`config.mk`:
```
export PLATFORM = sky130hd
export DESIGN_NAME = ocp_guard
export DESIGN_NICKNAME = d
export VERILOG_FILES = /design/src/rtl/ocp_pkg.sv /design/src/rtl/ocp_deglitch.sv /design/src/rtl/ocp_retry_timer.sv /design/src/rtl/ocp_edge_det.sv /design/src/rtl/ocp_guard.sv
export SDC_FILE = /design/constraint.sdc
export NUM_CORES = 1
export LEC_CHECK = 0
export BUFFER_PORTS_ARGS = -buffer_cell sky130_fd_sc_hd__clkbuf_2
export CORE_UTILIZATION = 55
export CTS_BUF_LIST = sky130_fd_sc_hd__clkbuf_4 sky130_fd_sc_hd__clkbuf_8
export DETAILED_ROUTE_END_ITERATION = 6
export PLACE_DENSITY_LB_ADDON = 0.12
export REMOVE_ABC_BUFFERS = 1
export SYNTH_ARGS = -nofsm -noshare
export SYNTH_HDL_FRONTEND = slang
export SYNTH_HIERARCHICAL = 1
export SYNTH_SLANG_ARGS = --single-unit
```
`constraint.sdc`:
```
create_clock -name clk -period 1.78 [get_ports clk]
set_input_delay 0.089 -clock clk [delete_from_list [all_inputs] [get_ports clk]]
set_output_delay 0.089 -clock clk [all_outputs]
set_load 0.005 [all_outputs]
```
`src/rtl/ocp_pkg.sv`:
```
package ocp_pkg;
  typedef enum logic {
    GUARD_RUN   = 1'b0,
    GUARD_FAULT = 1'b1
  } guard_st_e;
endpackage

```
`src/rtl/ocp_deglitch.sv`:
```
module ocp_deglitch #(
  parameter int unsigned CYC = 1000
) (
  input  logic clk,
  input  logic rst,
  input  logic qual,
  output logic confirm
);
  localparam int unsigned W = (CYC < 2) ? 1 : $clog2(CYC);
  localparam logic [W-1:0] LAST = W'(CYC - 1);

  logic [W-1:0] run_q;

  assign confirm = qual && (run_q == LAST);

  always_ff @(posedge clk) begin
    if (rst || !qual || confirm) run_q <= '0;
    else                         run_q <= run_q + 1'b1;
  end

  AST_RUN_BOUND: assert property (@(posedge clk) disable iff (rst)
    run_q <= LAST);
  AST_RUN_RESTART: assert property (@(posedge clk) disable iff (rst)
    !qual |=> (run_q == '0));
endmodule

```
`src/rtl/ocp_retry_timer.sv`:
```
module ocp_retry_timer #(
  parameter int unsigned CYC = 2000000
) (
  input  logic clk,
  input  logic rst,
  input  logic active,
  input  logic pwm_in,
  output logic expire
);
  localparam int unsigned W = (CYC < 2) ? 1 : $clog2(CYC);
  localparam logic [W-1:0] LAST = W'(CYC - 1);

  logic       idle_low;
  logic [W-1:0] wait_q;

  assign idle_low = active && !pwm_in;
  assign expire   = idle_low && (wait_q == LAST);

  always_ff @(posedge clk) begin
    if (rst || !idle_low || expire) wait_q <= '0;
    else                            wait_q <= wait_q + 1'b1;
  end

  AST_PWM_RESTARTS_WAIT: assert property (@(posedge clk) disable iff (rst)
    pwm_in |=> (wait_q == '0));
  AST_WAIT_BOUND: assert property (@(posedge clk) disable iff (rst)
    wait_q <= LAST);
endmodule

```
`src/rtl/ocp_edge_det.sv`:
```
module ocp_edge_det (
  input  logic clk,
  input  logic rst,
  input  logic sig,
  output logic rise
);
  logic sig_q;

  always_ff @(posedge clk) begin
    if (rst) sig_q <= 1'b0;
    else     sig_q <= sig;
  end

  assign rise = sig && !sig_q;
endmodule

```
`src/rtl/ocp_guard.sv`:
```
module ocp_guard
  import ocp_pkg::*;
#(
  parameter int unsigned DEGLITCH_CYC = 1000,
  parameter int unsigned RETRY_CYC    = 2000000,
  parameter bit          CBC_ALLOWED  = 1'b1
) (
  input  logic clk,
  input  logic rst,
  input  logic pwm_in,
  input  logic oc_flag,
  input  logic cbc_en,
  output logic gate_en,
  output logic fault_n
);
  guard_st_e st_q, st_d;
  logic      in_run, in_fault;
  logic      qual, confirm, expire, pwm_rise;
  logic      cbc_ok, cbc_clear;

  assign in_run   = (st_q == GUARD_RUN);
  assign in_fault = (st_q == GUARD_FAULT);
  assign qual     = in_run && pwm_in && oc_flag;

  ocp_deglitch #(.CYC(DEGLITCH_CYC)) deglitch_i (
    .clk(clk), .rst(rst), .qual(qual), .confirm(confirm)
  );

  ocp_retry_timer #(.CYC(RETRY_CYC)) retry_i (
    .clk(clk), .rst(rst), .active(in_fault), .pwm_in(pwm_in), .expire(expire)
  );

  ocp_edge_det pwm_edge_i (
    .clk(clk), .rst(rst), .sig(pwm_in), .rise(pwm_rise)
  );

  generate
    if (CBC_ALLOWED) begin : g_cbc
      assign cbc_ok = cbc_en;
    end else begin : g_retry_only
      assign cbc_ok = cbc_en & 1'b0;
    end
  endgenerate

  assign cbc_clear = in_fault && cbc_ok && pwm_rise;

  always_comb begin
    st_d = st_q;
    unique case (st_q)
      GUARD_RUN:   if (confirm) st_d = GUARD_FAULT;
      GUARD_FAULT: if (cbc_clear || expire) st_d = GUARD_RUN;
      default:     st_d = GUARD_RUN;
    endcase
  end

  always_ff @(posedge clk) begin
    if (rst) st_q <= GUARD_RUN;
    else     st_q <= st_d;
  end

  assign gate_en = pwm_in && (in_run || cbc_clear);
  assign fault_n = in_run || cbc_clear;

  AST_FAULT_NEEDS_QUAL: assert property (@(posedge clk) disable iff (rst)
    (in_fault && $past(st_q) == GUARD_RUN) |-> $past(pwm_in && oc_flag));
  AST_GATE_OFF_WHEN_FLAGGED: assert property (@(posedge clk) disable iff (rst)
    !fault_n |-> !gate_en);
  AST_RESET_RELEASES_PIN: assert property (@(posedge clk) disable iff (rst)
    $past(rst) |-> fault_n);
endmodule

```
==> results of run 1 <==
layer usage:
| layer | share of wire | routed length [um] | global-route usage |
|---|---|---|---|
| met1 | 0.46 | 1360 | 0.267 |
| met2 | 0.49 | 1440 | 0.355 |
| met3 | 0.036 | 106 | 0.0628 |
| met4 | 0.012 | 36 | 0.0786 |
| met5 | 0 | 0 | 0 |
critical path, delay by kind of cell (launching register included):
family                   cells  cell delay, ps
AND/OR/NAND/NOR              3             870
flip-flops                   1             370
adder cells (fa/ha/maj)      1             190
AO/OA/AOI/OAI                1             160
kinds of logic (layout without fill, tap and decap cells):
logic type,count (synthesis),after routing
mux,1,1
simple gates,87,87
xor+xnor,17,17
fa+ha+maj,2,2
buf+inv,11,27
compound gates,23,23
flops,33,33
worst max path at each step:
stage | slack [ps] | startpoint | to | cells after the start
after CTS | 40 | retry_i/wait_q[0] | retry_i/wait_q[18] | 5
final | 130 | retry_i/wait_q[0] | retry_i/wait_q[18] | 5
after detailed placement | 50 | retry_i/wait_q[0] | retry_i/wait_q[18] | 5
after global routing | 20 | retry_i/wait_q[0] | retry_i/wait_q[18] | 5
after global placement | 130 | retry_i/wait_q[0] | retry_i/wait_q[20] | 5
after floorplan | -670 | retry_i/wait_q[0] | retry_i/wait_q[10] | 5
flip-flops by register name, indices dropped and copies added, names as in the netlist:
| register | flops |
|---|---|
| in_fault | 1 |
| pwm_edge_i/sig_q | 1 |
| deglitch_i/run_q | 10 |
| retry_i/wait_q | 21 |
layout by cell type, fill, tap and decap left out, types with 5 or more instances in the layout:
cell                        n
sky130_fd_sc_hd__buf_4      5
sky130_fd_sc_hd__clkbuf_2   6
sky130_fd_sc_hd__a21oi_1    9
sky130_fd_sc_hd__xnor2_1   11
sky130_fd_sc_hd__inv_1      7
sky130_fd_sc_hd__nor2_1    28
sky130_fd_sc_hd__clkbuf_4   6
sky130_fd_sc_hd__nand3_1   12
sky130_fd_sc_hd__nand2_1    7
sky130_fd_sc_hd__o31ai_1    5
sky130_fd_sc_hd__dfxtp_1   31
sky130_fd_sc_hd__nand4_1    5
sky130_fd_sc_hd__xor2_1     6
per-stage QoR:
stage	TNS, ps	worst slack (ps)
finish	0	131
global route	0	17.2
CTS	0	37.0
detailed placement	0	52.5
global placement	0	130
floorplan	-13620	-674
layout make-up:
type / count / area, um2 / area share
Tap cell: 31 / 38.8 / 0.0222
Timing Repair Buffer: 12 / 77.6 / 0.0445
Sequential cell: 33 / 663 / 0.380
Inverter: 7 / 26.3 / 0.0151
Clock inverter: 2 / 10.0 / 0.00574
Multi-Input combinational cell: 130 / 883 / 0.506
Clock buffer: 6 / 45.0 / 0.0258
power breakdown:
| group | switching [uW] | leakage [uW] | internal, uW |
|---|---|---|---|
| Clock | 241 | 0.0000354 | 166 |
| Sequential | 1.80 | 0.000267 | 740 |
| Combinational | 11.5 | 0.000259 | 12.7 |
repair_timing:
action / 4_1_cts / 5_1_grt
endpoints found under the hold margin: 2 / 0
setup endpoints to repair: 0 / 4
hold buffers: 1 / 0
buffers inserted: 0 / 0
resized for setup: 0 / 5
==> impl_metrics.tcl, run 1 <==
set metrics [dict create \
    chipWidth_um 55.8 \
    placed_cells 212 \
    ys_seq_area_frac 0.415 \
    type_of_element_launching_the_critical_path "flop" \
    critical-path-max-stage-delay_ps 490 \
    synthFlopType "sky130_fd_sc_hd__dfxtp_1" \
    report.final.setup_viol 0 \
    htree_num_levels 2 \
    timing.hold.worst.start "pwm_in" \
    synth.lib_cells_used.distinct 40 \
    track_usage 0.215 \
    clk_path_buf_depth 2 \
    synth-warning-count 6 \
    dieArea_um2 3110 \
    async_flop_share 0 \
    design_power_total_uw 1170 \
    fin_skew_ps 10.3 \
    postSynthRegisterBits 33 \
    numCtsBuffers 5 \
    io_buffers 6 \
    worstSkewPairLatency_ps 320 \
    post_synth_instance_area_um2 1590 \
    crit-reg2reg-launch "retry_i/wait_q[0]" \
    place_hpwl_um 2170 \
    fillerInstances 244 \
    drt_pass1_iterations 4 \
    dominant_combinational_cell_family_by_area_after_synthesis "simple AND/OR/NAND/NOR gates" \
    synth_top_area_frac 0.415 \
    total_leakage_power_uw 0.000562 \
    post-route-period-util 0.926 \
    worst_slew_slack_as_a_fraction_of_its_limit 0.780 \
    pin_count 7 \
    synth_compound_area_frac 0.0928 \
    worst_voltage_drop_across_the_vdd_grid_uv 660 \
    timing.final.max_slew_violations 0 \
    drive_gt1_frac 0.195 \
    finalCoreUtilization 0.632 \
    yosys.area_share.adder 0.0157 \
    final_wtd_congestion 0.867 \
    cts.sink_count 33 \
    max_slew.worst_pin.slew_ps 325 \
    ratio_of_total_power_to_cell_area_nw_per_um2 672 \
    timing_hold_violations_final 0 \
    wire_length_of_the_first_global_routing_pass_um 5280 \
    syn_area_per_cell_um2 9.14 \
    diodes 0 \
    finalCriticalPeriod_ps 1650 \
    result_of_the_run "completed" \
    cts.clk_slew.worst_paths_ps 100 \
    routed_wirelength_um 2940 \
    routed_via_density 5.85 \
    crit_slowest_cell "sky130_fd_sc_hd__or4_1" \
    arrival_ps 1910 \
    worstHoldEndpoint "pwm_edge_i/sig_q" \
    via_count_of_the_first_global_routing_pass 1236 \
    starting_density 0.577 \
    drv_cap 0 \
    end_kind "flop" \
    worstHoldPathCells 2 \
    rsz0062_at_grt "false" \
    yosys-mux-area-fraction 0.00629 \
    worst-endpoint-required_ps 2040 \
    regToRegSetupSlack_ps 130 \
    floorplan.core_area_um2 2760 \
    dr.first_iter.drc_count 68 \
    core.rowCount 19 \
    synth_commonest_cells "sky130_fd_sc_hd__dfxtp_1, sky130_fd_sc_hd__nor2_1, sky130_fd_sc_hd__nand3_1, sky130_fd_sc_hd__xnor2_1, sky130_fd_sc_hd__a21oi_1" \
    r2r.worst_path.cells 5 \
    regToRegEndpoint "retry_i/wait_q[18]" \
    nets 196 \
    cts_root_buf "sky130_fd_sc_hd__clkbuf_4" \
    crit_fanout 7 \
    grt_antenna_before_repair 0 \
    placement.cell_area_um2 1670 \
    chipHeight_um 55.8 \
    overflow 0 \
    area_contributors_post_synth "sky130_fd_sc_hd__dfxtp_1, sky130_fd_sc_hd__nor2_1, sky130_fd_sc_hd__xnor2_1" \
    timing.setup.critical_path_class "reg -> reg" \
    synth-edff-count 0 \
    antenna_violating_nets_post_route 0 \
    tightest_hold_margin_ps 57.1 \
    post-synth-top-count-cell "sky130_fd_sc_hd__dfxtp_1" \
    cell_by_cell_listing_of_the_critical_path "ha_2 > and3_4 > nand4_4 > or4_1 > a21oi_1" \
    grt_max_degree 12 \
    via_count 1293 \
    fmax_ghz 0.606 \
    instances_no_fill 221 \
    final_area_um2 1740 \
    drcViolationCount 0 \
    hold_path.class "in -> reg" \
    synthesis.instances 174 \
    cts_tree "done" \
    area.growth.synth_to_final_pct 9.68 \
    routedWlPerCell_um 13.3 \
    post-synth-top-area-cell "sky130_fd_sc_hd__dfxtp_1" \
    synth_simple_gate_area_share 0.343 \
    synth-xor-area-share 0.0936 \
]
Power figures use the tool's default switching activity.
==> run 2: changes to the inputs <==
BUFFER_PORTS_ARGS = default   (was -buffer_cell sky130_fd_sc_hd__clkbuf_2)
DONT_BUFFER_PORTS = 1   (was default)
==> run 2 against run 1 <==
Global-route usage decreased by 0.68 points. Sequential share of layout area up 0.34 points. Fmax decreased by 3.4%.
==> impl_metrics.tcl, run 2 (synthesized netlist as in run 1, its figures left out) <==
set metrics [dict create \
    result_of_the_run "completed" \
    dr.first_iter.drc_count 77 \
    cts_tree "done" \
    largest_register_ffs 21 \
    grt_antenna_before_repair 0 \
    floorplan.core_area_um2 2760 \
    routed_wirelength_um 2900 \
    fillerInstances 253 \
    worst-endpoint-required_ps 2050 \
    layout_common_cells "sky130_fd_sc_hd__dfxtp_1, sky130_fd_sc_hd__nor2_1, sky130_fd_sc_hd__nand3_1, sky130_fd_sc_hd__xnor2_1, sky130_fd_sc_hd__a21oi_1" \
    post-route-period-util 0.960 \
    hold_path.class "in -> reg" \
    nets 190 \
    post-place-ws_ps 60.6 \
    timing.setup.tns_ps 0 \
    post_cts.repair.setup_buffers 0 \
    core.rowCount 19 \
    routedWlPerCell_um 13.5 \
    drv_cap 0 \
    numCtsBuffers 5 \
    io_buffers 0 \
    drive_gt1_frac 0.152 \
    timing.final.max_slew_violations 0 \
    max_flop_register "retry_i/wait_q" \
    track_usage 0.209 \
    diodes 0 \
    worst_slew_slack_as_a_fraction_of_its_limit 0.770 \
    type_of_element_launching_the_critical_path "flop" \
    ratio_of_total_power_to_cell_area_nw_per_um2 676 \
    routed_via_density 5.88 \
    placed_cells 205 \
    cts_root_buf "sky130_fd_sc_hd__clkbuf_4" \
    overflow 0 \
    finalCriticalPeriod_ps 1710 \
    end_kind "flop" \
    fmax_ghz 0.585 \
    report.final.setup_viol 0 \
    final_wtd_congestion 0.837 \
    max_slew.worst_pin.slew_ps 340 \
    pin_count 7 \
    crit_fanout 7 \
    timing_hold_violations_final 0 \
    final_worst_slack_ps 72.0 \
    worstSkewPairLatency_ps 330 \
    drt_pass1_iterations 4 \
    via_count 1264 \
    timing.setup.critical_path_class "reg -> reg" \
    clk_path_buf_depth 2 \
    chipWidth_um 55.8 \
    total_leakage_power_uw 0.000545 \
    worst_voltage_drop_across_the_vdd_grid_uv 473 \
    wire_length_of_the_first_global_routing_pass_um 5020 \
    final_common_cell "sky130_fd_sc_hd__dfxtp_1" \
    starting_density 0.577 \
    dieArea_um2 3110 \
    arrival_ps 1980 \
    regToRegSetupSlack_ps 70 \
    layout_top_registers "retry_i/wait_q x21, deglitch_i/run_q x10" \
    instances_no_fill 215 \
    drcViolationCount 0 \
    cts.clk_slew.worst_paths_ps 110 \
    antenna_violating_nets_post_route 0 \
    chipHeight_um 55.8 \
    place_hpwl_um 2030 \
    fin_skew_ps 9.70 \
    area.growth.synth_to_final_pct 8.50 \
    via_count_of_the_first_global_routing_pass 1214 \
    grt_max_degree 22 \
    htree_num_levels 2 \
    design_power_total_uw 1170 \
    finalCoreUtilization 0.626 \
    cts.sink_count 33 \
]
run 2: changes by cell type in the layout (fill, tap and decap cells not counted), sizes merged:
cell and delta:
dlygate4sd3 +1, clkbuf -7, clkinvlp +1, buf -1
run 2: power breakdown:
part / total, uW / switching, uW / internal (uW)
clock: 405 / 256 / 149
sequential: 742 / 1.75 / 740
combinational: 18.5 / 7.94 / 10.6
total: 1170 / 266 / 900
run 2: per-layer routing:
metal,vias up,track usage,share of wire
met3,4,0.0628,0.026
met4,0,0.0893,0.010
li1,640,-,-
met5,-,0,0
met1,606,0.266,0.49
met2,14,0.327,0.47
run 2: worst paths after layout:
path / startpoint / depth (start not counted) / to
worst max register to register: retry_i/wait_q[1] / 5 / retry_i/wait_q[18]
worst max-delay path: retry_i/wait_q[1] / 5 / retry_i/wait_q[18]
worst min register to register: retry_i/wait_q[0] / 1 / retry_i/wait_q[0]
worst min-delay path: cbc_en / 3 / in_fault
run 2: final cells by class:
| class | instances | area [um2] | area share |
|---|---|---|---|
| Tap cell | 31 | 38.8 | 0.0225 |
| Timing Repair Buffer | 6 | 62.6 | 0.0363 |
| Sequential cell | 33 | 662 | 0.384 |
| Clock inverter | 3 | 17.5 | 0.0102 |
| Clock buffer | 5 | 37.5 | 0.0218 |
| Inverter | 7 | 26.3 | 0.0152 |
| Multi-Input combinational cell | 130 | 881 | 0.511 |
run 2: timing repair:
action,CTS,global route
endpoints found under the hold margin,2,0
endpoints found under the setup margin,0,21
resized for setup,0,3
hold buffers,2,0
run 2: critical path, cell delays in order, from the launching register on:
cell and delay (ps):
sky130_fd_sc_hd__dfxtp_1 390, sky130_fd_sc_hd__ha_1 210, sky130_fd_sc_hd__and3_4 250, sky130_fd_sc_hd__nand4_4 140, sky130_fd_sc_hd__or4_1 500, sky130_fd_sc_hd__a21oi_1 150
run 2: metrics by stage:
stage,hold slack (ps),area [um2]
after floorplan,153,1560
after global placement,154,1650
after detailed placement,155,1650
after CTS,7.20,1720
after global routing,3.52,1730
final,23.4,1730
==> run 3: changes to the inputs <==
CORE_MARGIN = 2   (was default)
==> run 3 against run 2 <==
Worst setup slack improved by 19 ps. Via count unchanged. Critical path depth is the same. Global-route usage shrank 0.69 points. Sequential power is essentially flat. Die area increased by 7.3%. Critical path type unchanged. Largest cell class unchanged.
==> impl_metrics.tcl, run 3 (synthesized netlist as in run 1, its figures left out) <==
set metrics [dict create \
    timing.setup.critical_path_class "reg -> reg" \
    final_area_um2 1730 \
    netSwitchingFraction 0.225 \
    crit_fanout 7 \
    cts.sink_count 33 \
    drt_pass1_iterations 4 \
    grt_antenna_before_repair 0 \
    max_slew.worst_pin.slew_ps 317 \
    io_buffers 0 \
    end_kind "flop" \
    regToRegSetupSlack_ps 90 \
    worst_setup_path_startpoint "retry_i/wait_q[1]" \
    clk_path_buf_depth 2 \
    grt_max_degree 14 \
    layout_common_cells "sky130_fd_sc_hd__dfxtp_1, sky130_fd_sc_hd__nor2_1, sky130_fd_sc_hd__nand3_1, sky130_fd_sc_hd__xnor2_1, sky130_fd_sc_hd__a21oi_1" \
    drv_cap 0 \
    chipHeight_um 57.8 \
    ratio_of_total_power_to_cell_area_nw_per_um2 684 \
    routed_via_density 5.82 \
    floorplan.core_area_um2 2760 \
    net-switching-power_uw 267 \
    via_count 1264 \
    placed_cells 206 \
    worst_slew_slack_as_a_fraction_of_its_limit 0.786 \
    cell_by_cell_listing_of_the_critical_path "ha_1 > and3_4 > nand4_4 > or4_1 > a21oi_1" \
    rsz0062_at_grt "false" \
    track_usage 0.202 \
    fmax_ghz 0.592 \
    routedWlPerCell_um 13.6 \
    numCtsBuffers 5 \
    post-route-period-util 0.949 \
    pin_count 7 \
    worst-endpoint-required_ps 2060 \
    critical-path-max-stage-delay_ps 500 \
    tightest_hold_margin_ps 63.9 \
    place_hpwl_um 2150 \
    multiInputGateArea_um2 881 \
    post_cts.repair.setup_buffers 0 \
    wire_length_of_the_first_global_routing_pass_um 5140 \
    via_count_of_the_first_global_routing_pass 1180 \
    cts_tree "done" \
    arrival_ps 1970 \
    dr.first_iter.drc_count 52 \
    core.rowCount 19 \
    timing_hold_violations_final 0 \
    starting_density 0.577 \
    finalCriticalPeriod_ps 1690 \
    area.sequential_um2 662 \
    crit_slowest_cell "sky130_fd_sc_hd__or4_1" \
    result_of_the_run "completed" \
    final_worst_slack_ps 90.6 \
    layout_top_registers "retry_i/wait_q x21, deglitch_i/run_q x10" \
    fin_skew_ps 18.0 \
    crit-reg2reg-launch "retry_i/wait_q[1]" \
    total_leakage_power_uw 0.000550 \
    worstSkewPairLatency_ps 340 \
    area.growth.synth_to_final_pct 8.81 \
    timing.hold.worst.start "rst" \
    worst_voltage_drop_across_the_vdd_grid_uv 507 \
    finalCoreUtilization 0.627 \
    report.final.setup_viol 0 \
    critical_path.n_buffers_inverters 0 \
    overflow 0 \
    share_clk_of_total_power 0.356 \
    hold_path.class "in -> reg" \
    diodes 0 \
    cts.clk_slew.worst_paths_ps 110 \
    htree_num_levels 2 \
    worst_path_dominant_cell_family "simple AND/OR/NAND/NOR gates" \
    timing.final.max_slew_violations 0 \
    type_of_element_launching_the_critical_path "flop" \
    drive_gt1_frac 0.156 \
    routed_wirelength_um 2940 \
    post-place-ws_ps 54.1 \
    max_flop_register "retry_i/wait_q" \
    chipWidth_um 57.8 \
    dieArea_um2 3340 \
    antenna_violating_nets_post_route 0 \
    placement.cell_area_um2 1640 \
    final_common_cell "sky130_fd_sc_hd__dfxtp_1" \
    internal_power_uw 918 \
    comb_power_share 0.017 \
    largest_register_ffs 21 \
    cts_root_buf "sky130_fd_sc_hd__clkbuf_4" \
    nets 192 \
    fillerInstances 248 \
    seq_power_share 0.626 \
    final_wtd_congestion 0.796 \
    drcViolationCount 0 \
    instances_no_fill 217 \
]
run 3: cell types whose count changed in the layout (fill, tap and decap cells not counted), sizes merged:
cell and delta:
buf +1, clkinvlp -1, dlygate4sd3 +1, clkbuf +1
run 3: area by class of cell:
| class | instances | share of cell area |
|---|---|---|
| Clock buffer | 6 | 0.0260 |
| Clock inverter | 2 | 0.00578 |
| Inverter | 7 | 0.0152 |
| Multi-Input combinational cell | 130 | 0.509 |
| Sequential cell | 33 | 0.383 |
| Tap cell | 31 | 0.0224 |
| Timing Repair Buffer | 8 | 0.0390 |
run 3: path summary, 6_finish.rpt:
path	end	depth (start not counted)
max	retry_i/wait_q[20]	5
min	deglitch_i/run_q[8]	2
max reg2reg	retry_i/wait_q[20]	5
min reg2reg	retry_i/wait_q[0]	1
run 3: timing repair:
action                                 4_1_cts  5_1_grt
endpoints found under the hold margin        2        0
setup endpoints to repair                    0        7
gates resized for setup                      0        3
hold buffers                                 3        0
run 3: layer usage:
layer / track usage / routed length (um) / part of all wire
met5: 0 / 0 / 0
met4: 0.0897 / 53 / 0.018
met3: 0.0603 / 112 / 0.038
met2: 0.302 / 1310 / 0.45
met1: 0.269 / 1470 / 0.50
run 3: power by group through the flow:
stage                     Combinational (uW)  Sequential [uW]  Clock [uW]
after floorplan                         12.3              759           0
after global placement                  14.0              759           0
after detailed placement                14.6              759           0
after CTS                               20.7              742         440
after global routing                    23.0              743         475
final                                   20.6              742         422
run 3: through the flow:
step	power, uW	setup TNS (ps)
global route	1240	0
global placement	773	0
finish	1180	0
floorplan	771	-13620
CTS	1200	0
detailed placement	774	0
